**src/rtl/mdio_mgmt_pkg.sv**
```systemverilog
package mdio_mgmt_pkg;
  localparam int PRE_BITS   = 32;
  localparam int ADDR_W     = 5;
  localparam int DATA_W     = 16;
  localparam int FRAME_BITS = PRE_BITS + 2 + 2 + 2 * ADDR_W + 2 + DATA_W;
  localparam int TA_POS     = PRE_BITS + 4 + 2 * ADDR_W;
  localparam int DATA_POS   = TA_POS + 2;

  // user-access register field positions
  localparam int U_GO   = 31;
  localparam int U_WR   = 30;
  localparam int U_ACK  = 29;
  localparam int U_REG  = 21;
  localparam int U_PHY  = 16;
  // control register field positions
  localparam int C_IDLE = 31;
  localparam int C_EN   = 30;

  typedef enum logic [1:0] {
    OP_WRITE = 2'b01,
    OP_READ  = 2'b10
  } mdio_op_e;
endpackage

```
**src/rtl/mdio_mdc_gen.sv**
```systemverilog
module mdio_mdc_gen #(
  parameter int DIV_W = 8
) (
  input  logic             clk,
  input  logic             rst,
  input  logic             run,
  input  logic [DIV_W-1:0] div,
  output logic             mdc,
  output logic             rise,
  output logic             fall
);
  logic [DIV_W-1:0] cnt;
  logic             hit;

  assign hit  = run && (cnt == div);
  assign rise = hit && !mdc;
  assign fall = hit && mdc;

  always_ff @(posedge clk) begin
    if (rst || !run) begin
      cnt <= '0;
      mdc <= 1'b0;
    end else if (hit) begin
      cnt <= '0;
      mdc <= ~mdc;
    end else begin
      cnt <= cnt + 1'b1;
    end
  end
endmodule

```
**src/rtl/mdio_frame_eng.sv**
```systemverilog
module mdio_frame_eng
  import mdio_mgmt_pkg::*;
(
  input  logic              clk,
  input  logic              rst,
  input  logic              start,
  input  logic              is_write,
  input  logic [ADDR_W-1:0] phy_addr,
  input  logic [ADDR_W-1:0] reg_addr,
  input  logic [DATA_W-1:0] wdata,
  input  logic              rise,
  input  logic              fall,
  input  logic              mdio_i,
  output logic              mdio_o,
  output logic              mdio_oe,
  output logic              done,
  output logic [DATA_W-1:0] rd_data,
  output logic              rd_ack
);
  localparam int CNT_W = $clog2(FRAME_BITS);
  localparam logic [CNT_W-1:0] LAST = CNT_W'(FRAME_BITS - 1);

  logic [FRAME_BITS-1:0] shreg;
  logic [FRAME_BITS-1:0] frame;
  logic [CNT_W-1:0]      bitcnt;
  logic                  active;
  logic                  rd_mode;
  mdio_op_e              op;
  logic [1:0]            ta;
  logic [DATA_W-1:0]     dat;

  assign op    = is_write ? OP_WRITE : OP_READ;
  assign ta    = is_write ? 2'b10 : 2'b11;
  assign dat   = is_write ? wdata : {DATA_W{1'b1}};
  assign frame = {{PRE_BITS{1'b1}}, 2'b01, op, phy_addr, reg_addr, ta, dat};

  assign mdio_o = shreg[FRAME_BITS-1];
  assign done   = active && fall && (bitcnt == LAST);

  always_ff @(posedge clk) begin
    if (rst) begin
      shreg   <= '0;
      bitcnt  <= '0;
      active  <= 1'b0;
      rd_mode <= 1'b0;
      mdio_oe <= 1'b0;
      rd_data <= '0;
      rd_ack  <= 1'b0;
    end else if (start) begin
      shreg   <= frame;
      bitcnt  <= '0;
      active  <= 1'b1;
      rd_mode <= !is_write;
      mdio_oe <= 1'b1;
      rd_data <= '0;
      rd_ack  <= 1'b0;
    end else if (active) begin
      if (rise && rd_mode) begin
        if (int'(bitcnt) == TA_POS + 1)
          rd_ack <= ~mdio_i;
        if (int'(bitcnt) >= DATA_POS)
          rd_data <= {rd_data[DATA_W-2:0], mdio_i};
      end
      if (fall) begin
        if (bitcnt == LAST) begin
          active  <= 1'b0;
          mdio_oe <= 1'b0;
          shreg   <= '0;
        end else begin
          bitcnt <= bitcnt + 1'b1;
          shreg  <= {shreg[FRAME_BITS-2:0], 1'b1};
          if (rd_mode && (int'(bitcnt) + 1 >= TA_POS))
            mdio_oe <= 1'b0;
        end
      end
    end
  end
endmodule

```
**src/rtl/mdio_mgmt_ctrl.sv**
```systemverilog
module mdio_mgmt_ctrl
  import mdio_mgmt_pkg::*;
#(
  parameter int DIV_W = 8
) (
  input  logic        clk,
  input  logic        rst,
  input  logic        bus_wr,
  input  logic        bus_sel,
  input  logic [31:0] bus_wdata,
  output logic [31:0] ctrl_rdata,
  output logic [31:0] user_rdata,
  output logic        mdc,
  input  logic        mdio_i,
  output logic        mdio_o,
  output logic        mdio_oe
);
  localparam int PAD_W = 30 - DIV_W;

  logic              en;
  logic [DIV_W-1:0]  div;
  logic              go;
  logic              wr_sel;
  logic              ack;
  logic [ADDR_W-1:0] phy_addr;
  logic [ADDR_W-1:0] reg_addr;
  logic [DATA_W-1:0] data;
  logic              user_wr;
  logic              start;
  logic              rise;
  logic              fall;
  logic              done;
  logic [DATA_W-1:0] rd_data;
  logic              rd_ack;

  assign user_wr = bus_wr && bus_sel && !go;
  assign start   = user_wr && bus_wdata[U_GO] && en;

  assign ctrl_rdata = {~go, en, {PAD_W{1'b0}}, div};
  assign user_rdata = {go, wr_sel, ack, 3'b000, reg_addr, phy_addr, data};

  always_ff @(posedge clk) begin
    if (rst) begin
      en       <= 1'b0;
      div      <= '0;
      go       <= 1'b0;
      wr_sel   <= 1'b0;
      ack      <= 1'b0;
      phy_addr <= '0;
      reg_addr <= '0;
      data     <= '0;
    end else begin
      if (bus_wr && !bus_sel) begin
        en  <= bus_wdata[C_EN];
        div <= bus_wdata[DIV_W-1:0];
      end
      if (user_wr) begin
        wr_sel   <= bus_wdata[U_WR];
        reg_addr <= bus_wdata[U_REG +: ADDR_W];
        phy_addr <= bus_wdata[U_PHY +: ADDR_W];
        data     <= bus_wdata[DATA_W-1:0];
        ack      <= 1'b0;
        if (start)
          go <= 1'b1;
      end
      if (done) begin
        go <= 1'b0;
        if (!wr_sel) begin
          data <= rd_data;
          ack  <= rd_ack;
        end
      end
    end
  end

  mdio_mdc_gen #(.DIV_W(DIV_W)) u_mdc (
    .clk  (clk),
    .rst  (rst),
    .run  (go),
    .div  (div),
    .mdc  (mdc),
    .rise (rise),
    .fall (fall)
  );

  mdio_frame_eng u_eng (
    .clk      (clk),
    .rst      (rst),
    .start    (start),
    .is_write (bus_wdata[U_WR]),
    .phy_addr (bus_wdata[U_PHY +: ADDR_W]),
    .reg_addr (bus_wdata[U_REG +: ADDR_W]),
    .wdata    (bus_wdata[DATA_W-1:0]),
    .rise     (rise),
    .fall     (fall),
    .mdio_i   (mdio_i),
    .mdio_o   (mdio_o),
    .mdio_oe  (mdio_oe),
    .done     (done),
    .rd_data  (rd_data),
    .rd_ack   (rd_ack)
  );
endmodule

```
**config.mk**
```make
export PLATFORM = sky130hd
export DESIGN_NAME = mdio_mgmt_ctrl
export DESIGN_NICKNAME = d
export VERILOG_FILES = /design/src/rtl/mdio_mgmt_pkg.sv /design/src/rtl/mdio_mdc_gen.sv /design/src/rtl/mdio_frame_eng.sv /design/src/rtl/mdio_mgmt_ctrl.sv
export SDC_FILE = /design/constraint.sdc
export NUM_CORES = 1
export LEC_CHECK = 0
export BUFFER_PORTS_ARGS = -buffer_cell sky130_fd_sc_hd__buf_2
export CORE_MARGIN = 2
export CORE_UTILIZATION = 56
export CTS_CLUSTER_DIAMETER = 50
export DETAILED_ROUTE_END_ITERATION = 16
export PLACE_DENSITY = 0.8
export SYNTH_ARGS = -nofsm -noshare
export SYNTH_HDL_FRONTEND = slang
export SYNTH_SLANG_ARGS = --single-unit
```
**constraint.sdc**
```tcl
create_clock -name clk -period 2.15 [get_ports clk]
set_input_delay 0.1075 -clock clk [delete_from_list [all_inputs] [get_ports clk]]
set_output_delay 0.1075 -clock clk [all_outputs]
set_load 0.005 [all_outputs]
```
==> results of run 1 <==
==> what timing repair did <==
action                     4_1_cts  5_1_grt
gates resized for setup          0        2
setup endpoints to repair        0       21
hold endpoints to repair        53        0
hold buffers                    28        0
==> power by group through the flow <==
stage,Sequential [W],Combinational [W],Clock (W)
2_1_floorplan,0.00267,0.000189,0
3_3_place_gp,0.00267,0.000273,0
3_5_place_dp,0.00268,0.000278,0
4_1_cts,0.00262,0.000320,0.00297
5_1_grt,0.00263,0.000356,0.00308
6_report,0.00262,0.000327,0.00292
==> metrics by stage <==
step	total power, W	cell area, µm²	util [%]
floorplan	0.00286	6100	-
global placement	0.00295	6380	61.6
detailed placement	0.00295	6380	61.6
CTS	0.00591	7270	70.1
global route	0.00606	7280	70.2
finish	0.00587	7280	70.2
==> layout by cell type, fill, tap and decap left out, types with 4 or more instances in the layout <==
cell and count:
nand3_1 65, a31oi_1 36, conb_1 25, o211ai_1 15
mux2i_1 17, inv_1 8, nor2_2 11, buf_12 4
nand4_1 4, clkinv_2 5, nor2_1 40, xor2_1 5
o21a_1 11, buf_2 74, or3_1 18, and3_1 15
nor3_1 4, buf_4 14, nand2_1 135, clkbuf_8 4
xnor2_1 10, a21oi_1 53, clkbuf_16 16, dlygate4sd3_1 28
dfxtp_1 137, o21ai_0 5, a311oi_1 18
==> cell families after synthesis <==
| group | Yosys count | synth area share (%) |
|---|---|---|
| xor gates and xnor gates | 18 | 3.00 |
| buffers and inverters | 97 | 8.30 |
| adders and majority gates | 3 | 0.624 |
| AOI/OAI and AO/OA | 145 | 15.4 |
| other | 1 | 0.0624 |
| DFF | 137 | 45.6 |
| and+or+nand+nor | 310 | 24.2 |
| muxes | 17 | 2.83 |
==> final cells by class <==
type	instances	area [µm²]
flip-flops and latches	137	2740
clock buffers	20	455
repair buffers	120	836
fillers	758	3090
well taps	136	170
clock inverters	12	146
multi-input cells	518	2900
inverters	8	30.0
==> routing by layer <==
metal | up-vias | track usage [%] | routed length, µm
met3 | 41 | 7.81 | 903
met2 | 237 | 44.9 | 7670
met4 | 0 | 10.4 | 467
li1 | 2642 | - | -
met1 | 2595 | 33.2 | 6160
met5 | - | 0 | 0
==> worst paths after layout <==
check	from	end	slack, ps	cells after the start
max	u_eng.bitcnt[0]	u_eng.shreg[16]	130	6
min	bus_sel	div[2]	40	4
max reg2reg	u_eng.bitcnt[0]	u_eng.shreg[16]	130	6
min reg2reg	reg_addr[3]	reg_addr[3]	460	2
==> critical path, delay by kind of cell, from the launching register on <==
| family | cells | cell delay (ps) |
|---|---|---|
| flops | 1 | 430 |
| compound gates | 1 | 180 |
| buf+inv | 1 | 290 |
| fa+ha+maj | 1 | 300 |
| simple gates | 3 | 720 |
==> flip-flops by register name, indices dropped and copies added (netlist names), 5 cells and up <==
name	count
data	16
div	8
phy_addr	5
reg_addr	5
u_eng.bitcnt	6
u_eng.rd_data	16
u_eng.shreg	64
u_mdc.cnt	8
==> results_dict.tcl, run 1 <==
set metrics [dict create \
    slew_violations 0 \
    min_period_ps 2020 \
    io_buffers 74 \
    fin_setup_tns_ps 0 \
    gp_congestion 0.916 \
    start_kind "register" \
    outcome "completed" \
    die_height_um 108 \
    worst-endpoint-arrival_ps 2450 \
    yosysSeqAreaShare_pct 45.6 \
    setup_viol 0 \
    setup_ws_ps 132 \
    cts_buffers 17 \
    power_switching_w 0.00130 \
    antenna_found_initial 0 \
    initial_core_util_pct 58.0 \
    drc 0 \
    grt_max_degree 96 \
    rows 37 \
    p_leak_nw 2.73 \
    combPwrFrac_pct 5.6 \
    syn-cell-area_um2 6010 \
    seq_power_share_pct 44.7 \
    preCtsSetupSlack_ps 135 \
    max-clock-path-buffers 2 \
    die_w_um 108 \
    grt_overflow 0 \
    synth_edf_count 0 \
    power_density_nw_per_um2 807 \
    max_stage_delay_ps 430 \
    maxCapViolations 0 \
    num_vias 5515 \
    cp_max_fo 16 \
    ant_nets 0 \
    post-dp-hpwl_um 9290 \
    internal_power_w 0.00458 \
    grt_pass1_wl_um 24800 \
    layoutNonFillerInstCount 951 \
    dpl.cell_count 891 \
    htreeDepth 4 \
    worstMarginPinSlew_ps 689 \
    clkLatencyLatePin_ps 530 \
    fin_nets 842 \
    cts_setup_buffers 0 \
    yosys.area.top_type_share_pct 45.6 \
    ios 104 \
    end_kind "register" \
    netlist_instances 728 \
    grt_pass1_vias 5179 \
    synth_cell_types 43 \
    post-synth-top-count-cell "dfxtp_1" \
    crit_top_cell "and3_1" \
    ys_top_cells_by_count "137 x dfxtp_1, 135 x nand2_1, 68 x nand3_1, 53 x a21oi_1, 41 x nor2_1" \
    ys_ff_latch 137 \
    root_buffer "clkbuf_8" \
    dieArea_um2 11600 \
    drtIter0Drc 646 \
    diodes 0 \
    drive_gt1_share_pct 18.0 \
    synthArstFlopShare_pct 0 \
    peakVddDrop_mv 0.795 \
    post_drt_wl_per_cell_um 16.0 \
    swShare_pct 22.1 \
    rsz0062_at_grt "no" \
    vias_per_cell 5.80 \
    yosysWarnings 0 \
    fin_skew_ps 7.41 \
    slowest_stage "dfxtp_1" \
    avgSynthCellArea_um2 8.26 \
    synth_ff_type "dfxtp_1" \
    grt_usage_pct 27.0 \
    ys_top_cells_by_area "dfxtp_1 46%, nand2_1 8.4%, nand3_1 5.7%" \
    fin_crit_sh_pct 93.8 \
    path_cells "ha_1 -> and3_1 -> nand3_2 -> buf_4 -> and3_1 -> o21a_1" \
    hold_class "in2reg" \
    drt_wl_total_um 15200 \
    whs_ps 38.3 \
    cp.required_ps 2580 \
    drt_pass1_iterations 5 \
    hold_violations 0 \
    core_area_um2 10400 \
    cts_tree "done" \
    path_class "reg2reg" \
    cts.sinks 137 \
    clkSlewWorstSetupHoldPaths_ps 60 \
    clock.fmax_mhz 496 \
    clkPwrFrac_pct 49.8 \
    relSlewSlack_pct 54.0 \
    syn_to_final_growth_pct 21.0 \
    yosysTopAreaCell "dfxtp_1" \
]
Note: power is estimated with default switching activity, not from simulation.
==> run 2: changes to the inputs <==
- PLACE_DENSITY: 0.8 -> 0.91
==> results_dict.tcl, run 2 (synthesis gave the netlist of run 1 again) <==
set metrics [dict create \
    combPwrFrac_pct 5.4 \
    grt_max_degree 64 \
    setup_ws_ps 97.3 \
    reg2reg_depth 6 \
    grt_pass1_wl_um 25900 \
    ios 104 \
    max-clock-path-buffers 2 \
    hold_class "in2reg" \
    clock.fmax_mhz 487 \
    drive_gt1_share_pct 18.1 \
    htreeDepth 4 \
    cp.required_ps 2600 \
    grt_usage_pct 28.3 \
    slew_violations 0 \
    cp_max_fo 33 \
    io_buffers 74 \
    root_buffer "clkbuf_8" \
    gp_congestion 0.883 \
    core_area_um2 10400 \
    slowest_stage "dfxtp_1" \
    outcome "completed" \
    clkLatencyLatePin_ps 540 \
    num_vias 5727 \
    dieArea_um2 11600 \
    worst-endpoint-arrival_ps 2500 \
    post_drt_wl_per_cell_um 17.2 \
    p_leak_nw 2.77 \
    drc 0 \
    max_stage_delay_ps 450 \
    drtIter0Drc 521 \
    power_switching_w 0.00141 \
    rows 37 \
    path_cells "ha_1 -> nand3_1 -> nor3_1 -> nand4_1 -> buf_4 -> a311oi_1" \
    end_kind "register" \
    rsz0062_at_grt "no" \
    peakVddDrop_mv 0.717 \
    largest_register_ffs 64 \
    maxCapViolations 0 \
    fillers 714 \
    die_height_um 108 \
    path_class "reg2reg" \
    preCtsSetupSlack_ps 252 \
    grt_pass1_vias 5318 \
    clkPwrFrac_pct 52.8 \
    cts_buffers 17 \
    antenna_found_initial 0 \
    top_register "u_eng.shreg" \
    fin_nets 845 \
    final_common_cell "dfxtp_1" \
    setup_viol 0 \
    start_kind "register" \
    ant_nets 0 \
    drt_wl_total_um 16400 \
    cts.sinks 137 \
    die_w_um 108 \
    internal_power_w 0.00485 \
    swShare_pct 22.6 \
    syn_to_final_growth_pct 22.1 \
    hold-path-cell-count 4 \
    cts_tree "done" \
    min_period_ps 2050 \
    drt_pass1_iterations 6 \
    worstMarginPinSlew_ps 659 \
    layout_common_cells "137 x dfxtp_1, 135 x nand2_1, 74 x buf_2" \
    initial_core_util_pct 58.0 \
    post-dp-hpwl_um 8950 \
    whs_ps 27.4 \
    top_regs "u_eng.shreg x64, data x16, u_eng.rd_data x16" \
    fin_setup_tns_ps 0 \
    diodes 0 \
    seq_power_share_pct 41.8 \
    clkSlewWorstSetupHoldPaths_ps 60 \
    hold_violations 0 \
    vias_per_cell 6.01 \
    power_density_nw_per_um2 854 \
    grt_overflow 0 \
    fin_skew_ps 15.0 \
    relSlewSlack_pct 56.0 \
    fin_crit_sh_pct 95.5 \
]
-- run 2: cell count changes in the layout (fill, tap and decap cells not counted) --
cell and delta:
buf_4 +3, bufinv_16 +3, clkbuf_8 -3, clkinv_2 -3
clkinvlp_4 -3, inv_6 +3, clkinv_4 +2, a2111oi_0 -1
a2111oi_1 +1, nand3_2 +1, nand3_4 -1, nor3_1 +1
nor3_2 -1
-- run 2: per-layer routing --
| layer | global-route usage, % | vias to the layer above | share of wire [%] |
|---|---|---|---|
| li1 | - | 2649 | - |
| met5 | 0 | - | 0 |
| met2 | 46.2 | 314 | 49 |
| met3 | 7.51 | 76 | 7.5 |
| met4 | 15.2 | 0 | 4.6 |
| met1 | 33.9 | 2688 | 39 |
-- run 2: power by group through the flow --
stage	Clock (W)	Sequential (W)	Combinational, W
floorplan	0	0.00267	0.000189
global placement	0	0.00267	0.000274
detailed placement	0	0.00268	0.000281
CTS	0.00329	0.00262	0.000325
global route	0.00343	0.00262	0.000363
finish	0.00331	0.00262	0.000338
-- run 2: final timing paths --
kind,start,end,slack (ps)
worst max register to register,u_eng.bitcnt[0],data[5],100
worst max-delay path,u_eng.bitcnt[0],data[5],100
worst min-delay path,bus_sel,div[2],30
worst min register to register,reg_addr[2],reg_addr[2],450
-- run 2: through the flow --
step / power [W] / instance area, µm² / util (%) / cells
after floorplan: 0.00286 / 6100 / - / 752
after global placement: 0.00295 / 6410 / 61.8 / 894
after detailed placement: 0.00296 / 6410 / 61.8 / 894
after CTS: 0.00623 / 7340 / 70.8 / 953
after global routing: 0.00642 / 7340 / 70.8 / 953
final: 0.00627 / 7340 / 70.8 / 953
-- run 2: layout make-up --
type / count / area (µm²) / share of cell area [%]
clock buffers: 17 / 414 / 5.64
clock inverters: 14 / 243 / 3.30
inverters: 8 / 30.0 / 0.409
multi-input cells: 518 / 2890 / 39.3
flip-flops and latches: 137 / 2740 / 37.3
well taps: 136 / 170 / 2.32
repair buffers: 123 / 858 / 11.7
-- run 2: what timing repair did --
item,4_1_cts,5_1_grt
endpoints found under the setup margin,0,1
hold buffers,28,0
gates resized for setup,0,1
buffers inserted,0,0
hold endpoints to repair,49,0
-- run 2: critical path: cells and delay by family (launching register included) --
kind	cells	cell delay [ps]
AOI/OAI and AO/OA	1	280
adders and majority gates	1	300
buffers and inverters	1	260
DFF	1	450
and+or+nand+nor	3	670
